==> src/rtl/svat_pkg.sv <==
package svat_pkg;
    localparam int SMP_W         = 18;
    localparam int CODE_W        = 8;
    localparam int NCH           = 2;
    localparam int VOL_W         = NCH * CODE_W;
    localparam int CH_R          = 0;   // register bits 7:0
    localparam int CH_L          = 1;   // register bits 15:8
    localparam int STEPS_PER_6DB = 12;
    localparam int COEF_FRAC     = 16;
    localparam int COEF_W        = COEF_FRAC + 1;
    localparam int MAX_CODE      = (1 << CODE_W) - 1;
    localparam int MAX_SHIFT     = MAX_CODE / STEPS_PER_6DB;
    localparam int ACC_W         = SMP_W + COEF_W + MAX_SHIFT + 2;

    typedef logic signed [SMP_W-1:0] smp_t;
    typedef logic [CODE_W-1:0]       code_t;
    typedef logic [VOL_W-1:0]        vol_t;

    // One captured channel: sample, code in force, mute decision
    typedef struct packed {
        smp_t  smp;
        code_t code;
        logic  mute;
    } lane_t;

    // Fine-step multiplier 10^(-k/40) in unsigned Q1.16
    function automatic logic [COEF_W-1:0] fine_coef(input int k);
        case (k)
            1:       fine_coef = COEF_W'(61870);
            2:       fine_coef = COEF_W'(58409);
            3:       fine_coef = COEF_W'(55142);
            4:       fine_coef = COEF_W'(52057);
            5:       fine_coef = COEF_W'(49145);
            6:       fine_coef = COEF_W'(46396);
            7:       fine_coef = COEF_W'(43801);
            8:       fine_coef = COEF_W'(41350);
            9:       fine_coef = COEF_W'(39037);
            10:      fine_coef = COEF_W'(36854);
            11:      fine_coef = COEF_W'(34792);
            default: fine_coef = COEF_W'(65536);
        endcase
    endfunction
endpackage

==> src/rtl/svat_volreg.sv <==
module svat_volreg
    import svat_pkg::*;
(
    input  logic clk,
    input  logic rst,
    input  logic wr_en,
    input  vol_t wr_data,
    output vol_t vol,
    output logic pwr_en
);
    // Only the hardware reset touches the stored volume
    always_ff @(posedge clk) begin
        if (rst)        vol <= '0;
        else if (wr_en) vol <= wr_data;
    end

    // Both codes at maximum switches the analog side off
    assign pwr_en = ~(&vol);
endmodule

==> src/rtl/svat_mute_ctrl.sv <==
module svat_mute_ctrl
    import svat_pkg::*;
(
    input  logic [NCH-1:0] usr_mute,
    input  logic           dec_bad,
    input  logic           dec_underrun,
    output logic [NCH-1:0] mute
);
    logic auto_mute;
    assign auto_mute = dec_bad | dec_underrun;

    for (genvar ch = 0; ch < NCH; ch++) begin : g_ch
        assign mute[ch] = usr_mute[ch] | auto_mute;
    end
endmodule

==> src/rtl/svat_chan_gain.sv <==
module svat_chan_gain
    import svat_pkg::*;
(
    input  smp_t  din,
    input  code_t code,
    output smp_t  dout
);
    int coarse;
    int fine;
    int total_sh;
    logic signed [ACC_W-1:0] x_ext;
    logic signed [ACC_W-1:0] m_ext;
    logic signed [ACC_W-1:0] prod;
    logic signed [ACC_W-1:0] half;
    logic signed [ACC_W-1:0] sum;

    always_comb begin
        coarse   = int'(code) / STEPS_PER_6DB;
        fine     = int'(code) % STEPS_PER_6DB;
        total_sh = COEF_FRAC + coarse;
        x_ext    = {{(ACC_W-SMP_W){din[SMP_W-1]}}, din};
        m_ext    = {{(ACC_W-COEF_W){1'b0}}, fine_coef(fine)};
        prod     = x_ext * m_ext;
        half     = ACC_W'(1) << (total_sh - 1);
        sum      = prod + half;
        dout     = smp_t'(sum >>> total_sh);
    end
endmodule

==> src/rtl/stereo_vol_atten.sv <==
module stereo_vol_atten
    import svat_pkg::*;
(
    input  logic              clk,
    input  logic              rst,
    input  logic              soft_rst,
    input  logic              reg_wr,
    input  logic [VOL_W-1:0]  reg_wdata,
    output logic [VOL_W-1:0]  reg_rdata,
    input  logic              in_valid,
    input  logic signed [SMP_W-1:0] in_left,
    input  logic signed [SMP_W-1:0] in_right,
    input  logic              usr_mute_l,
    input  logic              usr_mute_r,
    input  logic              dec_bad,
    input  logic              dec_underrun,
    output logic              out_valid,
    output logic signed [SMP_W-1:0] out_left,
    output logic signed [SMP_W-1:0] out_right,
    output logic              mute_l,
    output logic              mute_r,
    output logic              apwr_en
);
    vol_t                vol;
    logic [NCH-1:0]      usr_mute;
    logic [NCH-1:0]      mute_req;
    smp_t [NCH-1:0]      in_smp;
    lane_t [NCH-1:0]     cap_q;
    logic                cap_v;
    smp_t [NCH-1:0]      gain_out;
    smp_t [NCH-1:0]      o_smp;
    logic [NCH-1:0]      o_mute;
    logic                o_v;
    logic                flush;

    assign flush = rst | soft_rst;

    assign in_smp[CH_L]   = in_left;
    assign in_smp[CH_R]   = in_right;
    assign usr_mute[CH_L] = usr_mute_l;
    assign usr_mute[CH_R] = usr_mute_r;

    svat_volreg u_reg (
        .clk    (clk),
        .rst    (rst),
        .wr_en  (reg_wr),
        .wr_data(reg_wdata),
        .vol    (vol),
        .pwr_en (apwr_en)
    );

    svat_mute_ctrl u_mute (
        .usr_mute    (usr_mute),
        .dec_bad     (dec_bad),
        .dec_underrun(dec_underrun),
        .mute        (mute_req)
    );

    // Capture stage: the pair freezes its code and mute here
    always_ff @(posedge clk) begin
        if (flush) begin
            cap_v <= 1'b0;
            cap_q <= '0;
        end else begin
            cap_v <= in_valid;
            if (in_valid) begin
                for (int ch = 0; ch < NCH; ch++) begin
                    cap_q[ch].smp  <= in_smp[ch];
                    cap_q[ch].code <= vol[ch*CODE_W +: CODE_W];
                    cap_q[ch].mute <= mute_req[ch];
                end
            end
        end
    end

    for (genvar ch = 0; ch < NCH; ch++) begin : g_gain
        svat_chan_gain u_gain (
            .din (cap_q[ch].smp),
            .code(cap_q[ch].code),
            .dout(gain_out[ch])
        );
    end

    // Output stage: holds the last pair between strobes
    always_ff @(posedge clk) begin
        if (flush) begin
            o_v    <= 1'b0;
            o_smp  <= '0;
            o_mute <= '0;
        end else begin
            o_v <= cap_v;
            if (cap_v) begin
                for (int ch = 0; ch < NCH; ch++) begin
                    o_smp[ch]  <= cap_q[ch].mute ? '0 : gain_out[ch];
                    o_mute[ch] <= cap_q[ch].mute;
                end
            end
        end
    end

    assign reg_rdata = vol;
    assign out_valid = o_v;
    assign out_left  = o_smp[CH_L];
    assign out_right = o_smp[CH_R];
    assign mute_l    = o_mute[CH_L];
    assign mute_r    = o_mute[CH_R];
endmodule

==> config.mk <==
export PLATFORM = sky130hd
export DESIGN_NAME = stereo_vol_atten
export DESIGN_NICKNAME = d
export VERILOG_FILES = /design/src/rtl/svat_pkg.sv /design/src/rtl/svat_volreg.sv /design/src/rtl/svat_mute_ctrl.sv /design/src/rtl/svat_chan_gain.sv /design/src/rtl/stereo_vol_atten.sv
export SDC_FILE = /design/constraint.sdc
export NUM_CORES = 2
export LEC_CHECK = 0
export BUFFER_PORTS_ARGS = -buffer_cell sky130_fd_sc_hd__buf_2
export CORE_AREA = 10 10 294 296
export DETAILED_ROUTE_END_ITERATION = 12
export DIE_AREA = 0 0 304 306
export HOLD_SLACK_MARGIN = 0.15
export PLACE_DENSITY = 0.68
export SETUP_SLACK_MARGIN = 0.3
export SYNTH_ARGS = -nofsm -noshare
export SYNTH_HDL_FRONTEND = slang
export SYNTH_SLANG_ARGS = --single-unit
==> constraint.sdc <==
create_clock -name clk -period 13.31 [get_ports clk]
set_input_delay 0.6655 -clock clk [delete_from_list [all_inputs] [get_ports clk]]
set_output_delay 0.6655 -clock clk [all_outputs]
set_load 0.005 [all_outputs]
* After elaboration in Yosys (flattened, before gate mapping)
Memory sizes are Yosys's and may differ from the RTL's.
Index checks and enable logic that the tools add are counted.
Widths: inputs -> output; s select.
** Word-level totals
- Bits in registers :: 110
- ROM bits :: 544
- Input port bits :: 61
- Output and inout port bits :: 56
- Memories kept :: 2
** Memories
- (no name shown) :: depth 16, bits a word 17, read ports 1, clocked after memory_dff 0, write ports 0, RTL line svat_pkg.sv:28 : case (k)
- (no name shown) :: depth 16, bits a word 17, read ports 1, clocked after memory_dff 0, write ports 0, RTL line svat_pkg.sv:28
** Cells by class
- $add $sub $neg :: 6
- Multiply operators :: 2
- Divide/modulo/power cells :: 4
- Shifts and indexed selects :: 4
- Muxes and demuxes :: 4
- Bitwise gates (word level) :: 5
- Reductions and logical operators :: 3
** Operators by type and width (number)
- $add 58x58->58 :: 2
- $shl 1x32->58 const A :: 2
- $sshr 58x32->18 :: 2
- $mul 18x18->36 :: 2
- $add 6x32->32 const A :: 2
- $div 9x5->32 const B :: 2
- $mod 9x5->32 const B :: 2
- $sub 32x2->32 const B :: 2
- $logic_not 28->1 :: 2
- $mux 18 :: 2
- $mux 17 :: 2
- $reduce_and 16->1 :: 1
- $or 1x1->1 :: 4
- $not 1->1 :: 1

* Depth between registers and ports, before layout
- Depth after elaboration :: 7
- Depth in mapped cells :: 66
- Depth with buffers taken out :: 59

* Hierarchy
A second synthesis with hierarchy kept.
** Unflattened totals
- Cell total of the unflattened synthesis :: 5435
- Area total of the unflattened synthesis :: 44896.8 µm²
** Modules (own cells, without submodules)
- svat_chan_gain at g_gain[0].u_gain :: times used 1, cells an instance 2537, area an instance 20619.8 µm², seq. area each 0.0 µm²
- svat_chan_gain at g_gain[1].u_gain :: times used 1, cells an instance 2491, area an instance 20088.0 µm², seq. area each 0.0 µm²
- stereo_vol_atten :: times used 1, cells an instance 348, area an instance 3575.9 µm², seq. area each 1881.8 µm²
- svat_volreg :: times used 1, cells an instance 57, area an instance 600.6 µm², seq. area each 320.3 µm²
- svat_mute_ctrl :: times used 1, cells an instance 2, area an instance 12.5 µm², seq. area each 0.0 µm²

* Least setup slack after synthesis
No wires, ideal clock.
- Path type :: register to register
- Start :: register cap_q[7] (netlist name)
- End :: register o_smp, in the netlist out_right[14]
- Library setup time :: 0.117 ns
- Arrival :: 13.495 ns
- Required time :: 13.193 ns
- Setup slack :: -0.302 ns
- Stages on the path, launching flop included :: 55
- Path buffers :: 5
- Period minus slack after synthesis :: 13.612 ns
- Cells stage by stage :: dfxtp_1 > clkbuf_1 > clkbuf_1 > ha_1 > nand2b_1 > a311o_1 > or3_1 > clkbuf_1 > o21ai_1 > nand2_1 > nand2_1 > inv_2 > nor2_1 > nor2_1 > a2111oi_0 > clkbuf_1 > nand2_1 > fa_1 > (+19 left out) > ha_1 > clkbuf_1 > a21o_1 > a21o_1 > a21oi_1 > o21bai_1 > a21o_1 > a21oi_1 > nand4_1 > a31oi_1 > xnor2_1 > mux2_2 > or2_2 > o31ai_2 > o2bb2ai_1 > or3_1 > and3_1 > a22o_1
** On the way
- Cells in the longest elaborated chain, start to end :: 7
** Ends and longest elaborated chain
- $mod 9x5->32 or $div 9x5->32 (tied branches) :: RTL line svat_chan_gain.sv:19, svat_chan_gain.sv:18
- $mem_v2 16x17, or another cell as far along
- $mux 17 or $sub 32x2->32 (tied branches) :: RTL line svat_pkg.sv:28, svat_chan_gain.sv:24
- $mul 18x18->36 or $shl 1x32->58 (tied branches) :: RTL line svat_chan_gain.sv:23, svat_chan_gain.sv:24
- $add 58x58->58 :: RTL line svat_chan_gain.sv:25 : sum = prod + half;
- $sshr 58x32->18 * :: RTL line svat_chan_gain.sv:26 : dout = smp_t'(sum >>> total_sh);
- $mux 18 * :: RTL line stereo_vol_atten.sv:94 : o_smp[ch] <= cap_q[ch].mute ? '0 : gain_out[ch];
- to (signal, indexed assignment) :: RTL line stereo_vol_atten.sv:94
- to (decl) :: RTL line stereo_vol_atten.sv:31 : smp_t [NCH-1:0] o_smp;
Every way passes the cells marked *; elsewhere a longest branch is shown, timed or not.
A chain may end at the register's enable or synchronous reset.

* Final worst setup path
- Start :: register cap_q[8] (netlist name)
- End :: register o_smp, in the netlist out_right[14]
** On the way
- Cells in the longest elaborated chain, start to end :: 7
** Ends and longest elaborated chain (RTL line)
- $mod 9x5->32 or $div 9x5->32 (tied branches) :: svat_chan_gain.sv:19, svat_chan_gain.sv:18
- $mem_v2 16x17, or another cell as far along
- $mux 17 or $sub 32x2->32 (tied branches) :: svat_pkg.sv:28, svat_chan_gain.sv:24
- $mul 18x18->36 or $shl 1x32->58 (tied branches) :: svat_chan_gain.sv:23, svat_chan_gain.sv:24
- $add 58x58->58 :: svat_chan_gain.sv:25
- $sshr 58x32->18 * :: svat_chan_gain.sv:26
- $mux 18 * :: stereo_vol_atten.sv:94
Marks and branches as above.

==> run metrics <==
post-layout min period roughly 13000 ps; Clk pin slew, worst setup/hold paths 130 ps; status completed; starting density of the core between 40% and 50%; CTS tree built; Initial DRC Count roughly 2700; initial antenna violation count 2; Critical Path Most Common Cell fa_1; most frequent cells in the layout inv_1 (811), fa_1 (621), nand2_1 (592), nor2_1 (412), ha_1 (295); worst hold path class input port to flop; grt ovf 0; final setup vio count 0; FF+latch count, synth 110; Die H around 300 µm; first-pass GRT wire length between 150000 and 200000 µm; RSZ-0062 raised after global routing yes; root buf cell clkbuf_16; post-cts hold buffer count 0; maximum vdd drop ~0.069 mV; H-tree depth 3; Residual DRC 0; Area growth syn-to-layout 7.532%; vias in the first global route between 30000 and 40000; ANT nets after route 0; post-synthesis cell type count 100; Synth area leaders fa_1 (31%), ha_1 (9.8%), inv_1 (7.6%), nand2_1 (5.6%), dfxtp_1 (5.5%); most common cell after layout, fill and taps aside inv_1; Seq/Total Area, Yosys under 10%; Worst Tran Pin Value around 1200 ps; DRT Wirelength between 100000 and 150000 µm; max-cap violation count 0; Syn Inst Count approximately 5100; Sink Count 110; cell area power density between 30 and 40 nW/µm²; placed inst area 41790 µm²; Final #Nets 6109; Pre-antenna DRT Iters 6; Crit. End Element flop; row count between 100 and 150; cts bufs inserted 9; CORE AREA 80290 µm²; share of post-route cells with drive strength above 1 a little under 9%; ys async rst share 0%; Slew headroom roughly 23%; final hold vios 0; I/O Pins roughly 120; hold depth 3; Syn. warnings 0; Via Count between 30000 and 40000; worst-path maximum fanout 14; crit-path max cell delay between 500 and 600 ps; final worst slack 788.2 ps; slowest CP cell fa_1; die width between 300 and 400 µm; GRT Total Usage between 20% and 30%; pre-CTS setup slack -229.4 ps; Critical Path RT roughly 14000 ps; TNS Setup 0 ps; largest net degree at the start of global routing 63; share of the synthesized area in the top cell type 31.28%; Die ar. roughly 93000 µm²; cell count of the worst reg-to-reg path 48; Max Transition Viols Final 0; startpoint types flop; Yosys top cell by area fa_1; Achievable Freq approximately 80 MHz; Cell Area, Synth between 30000 and 40000 µm²; skew final between 40 and 50 ps; Max clock buf depth 2; Final period util 94.08%; worst endpoint data arrival time around 13000 ps; DP HPWL roughly 96000 µm; FILL cells 7617; LEAKAGE ~21 nW; worst skew pair latency roughly 440 ps; Crit Path Class flop to flop; Mapped Avg Cell Area roughly 8 µm²; GPL Wtd Cong around 0.95; Post-Layout Inst Area 42940 µm²; I/O Buffers between 100 and 150; Mapped Nets just over 6000; ys flop type dfxtp_1; routed len/inst 19.40 µm; EDFF count, synth 0; Vias/cell 5.799
[state kept, by name (all words and copies together), names as in the netlist]
name and flops:
cap_q 54, cap_v 1, o_mute 2, out_left 18, out_right 18, out_valid 1
u_reg.vol 16
[critical path: cells and delay by family, from the launching register on]
kind / cells / cell delay (ps)
AOI/OAI and AO/OA: 17 / 3620
xor gates and xnor gates: 2 / 400
adders and majority gates: 9 / 4020
buffers and inverters: 5 / 630
DFF: 1 / 360
muxes: 1 / 290
and+or+nand+nor: 14 / 3110
[metrics by stage]
| step | cells | utilization, % | hold slack [ps] | power (mW) |
|---|---|---|---|---|
| 6_report | 6178 | 53.48 | 446.9 | 1.692 |
| 5_1_grt | 6177 | 53.48 | 468.6 | 1.806 |
| 4_1_cts | 6147 | 52.58 | 435.0 | 1.653 |
| 3_5_place_dp | 6125 | 52.04 | 443.6 | 1.310 |
| 3_3_place_gp | 6125 | 52.04 | 436.9 | 1.303 |
| 2_1_floorplan | 5097 | - | 443.7 | 1.024 |
[layer usage]
layer | global-route usage, % | vias to the layer above | share of wire (%)
li1 | - | 16630 | -
met2 | 44.07 | 1244 | 50
met4 | 8.389 | 0 | 3.4
met1 | 31.83 | 17730 | 40
met3 | 3.128 | 222 | 6.5
met5 | 0 | - | 0
[cell type report]
type	count	area [µm²]	share of cell area (%)
multi-input combinational	3910	34240	79.74
inverter	817	3067	7.142
sequential	110	2205	5.134
timing repair buffer	264	1787	4.161
tap	1060	1326	3.089
clock buffer	9	225.2	0.5245
clock inverter	7	88.84	0.2069
antenna	1	2.502	0.005828
[synthesized netlist by cell type, types with 106 or more instances]
| library cell | n |
|---|---|
| inv_1 | 812 |
| fa_1 | 624 |
| nand2_1 | 595 |
| nor2_1 | 422 |
| ha_1 | 312 |
| a21oi_1 | 274 |
| and2_1 | 258 |
| clkbuf_1 | 216 |
| o21ai_0 | 162 |
| a21o_1 | 117 |
| dfxtp_1 | 110 |
| mux2i_1 | 106 |
[cell families after synthesis]
logic type      share of synthesized area [%]
xor+xnor                                3.397
buf+inv                                 10.25
simple gates                            20.33
mux                                     3.052
fa+ha+maj                               41.08
compound gates                          16.38
flops                                   5.515
[power by group]
group	switching, mW	total, mW	leakage [nW]	internal, mW
Sequential	0.0259	0.364	0.895	0.338
Combinational	0.626	0.993	20.4	0.368
Clock	0.196	0.334	0.153	0.138
Total	0.848	1.69	21.4	0.844
[final timing paths]
kind	from	to	slack, ps
setup / recovery	cap_q[8]	out_right[14]	790
hold / removal	in_right[13]	cap_q[22]	450
setup reg to reg	cap_q[8]	out_right[14]	790
hold reg to reg	out_right[15]	out_right[15]	460
[timing repair]
action / in CTS / in global routing
endpoints found under the setup margin: 22 / 36
gates resized for setup: 14 / 107
cloned: 0 / 0
setup buffers: 6 / 30
pin swaps: 2 / 39
Power figures use the tool's default switching activity.
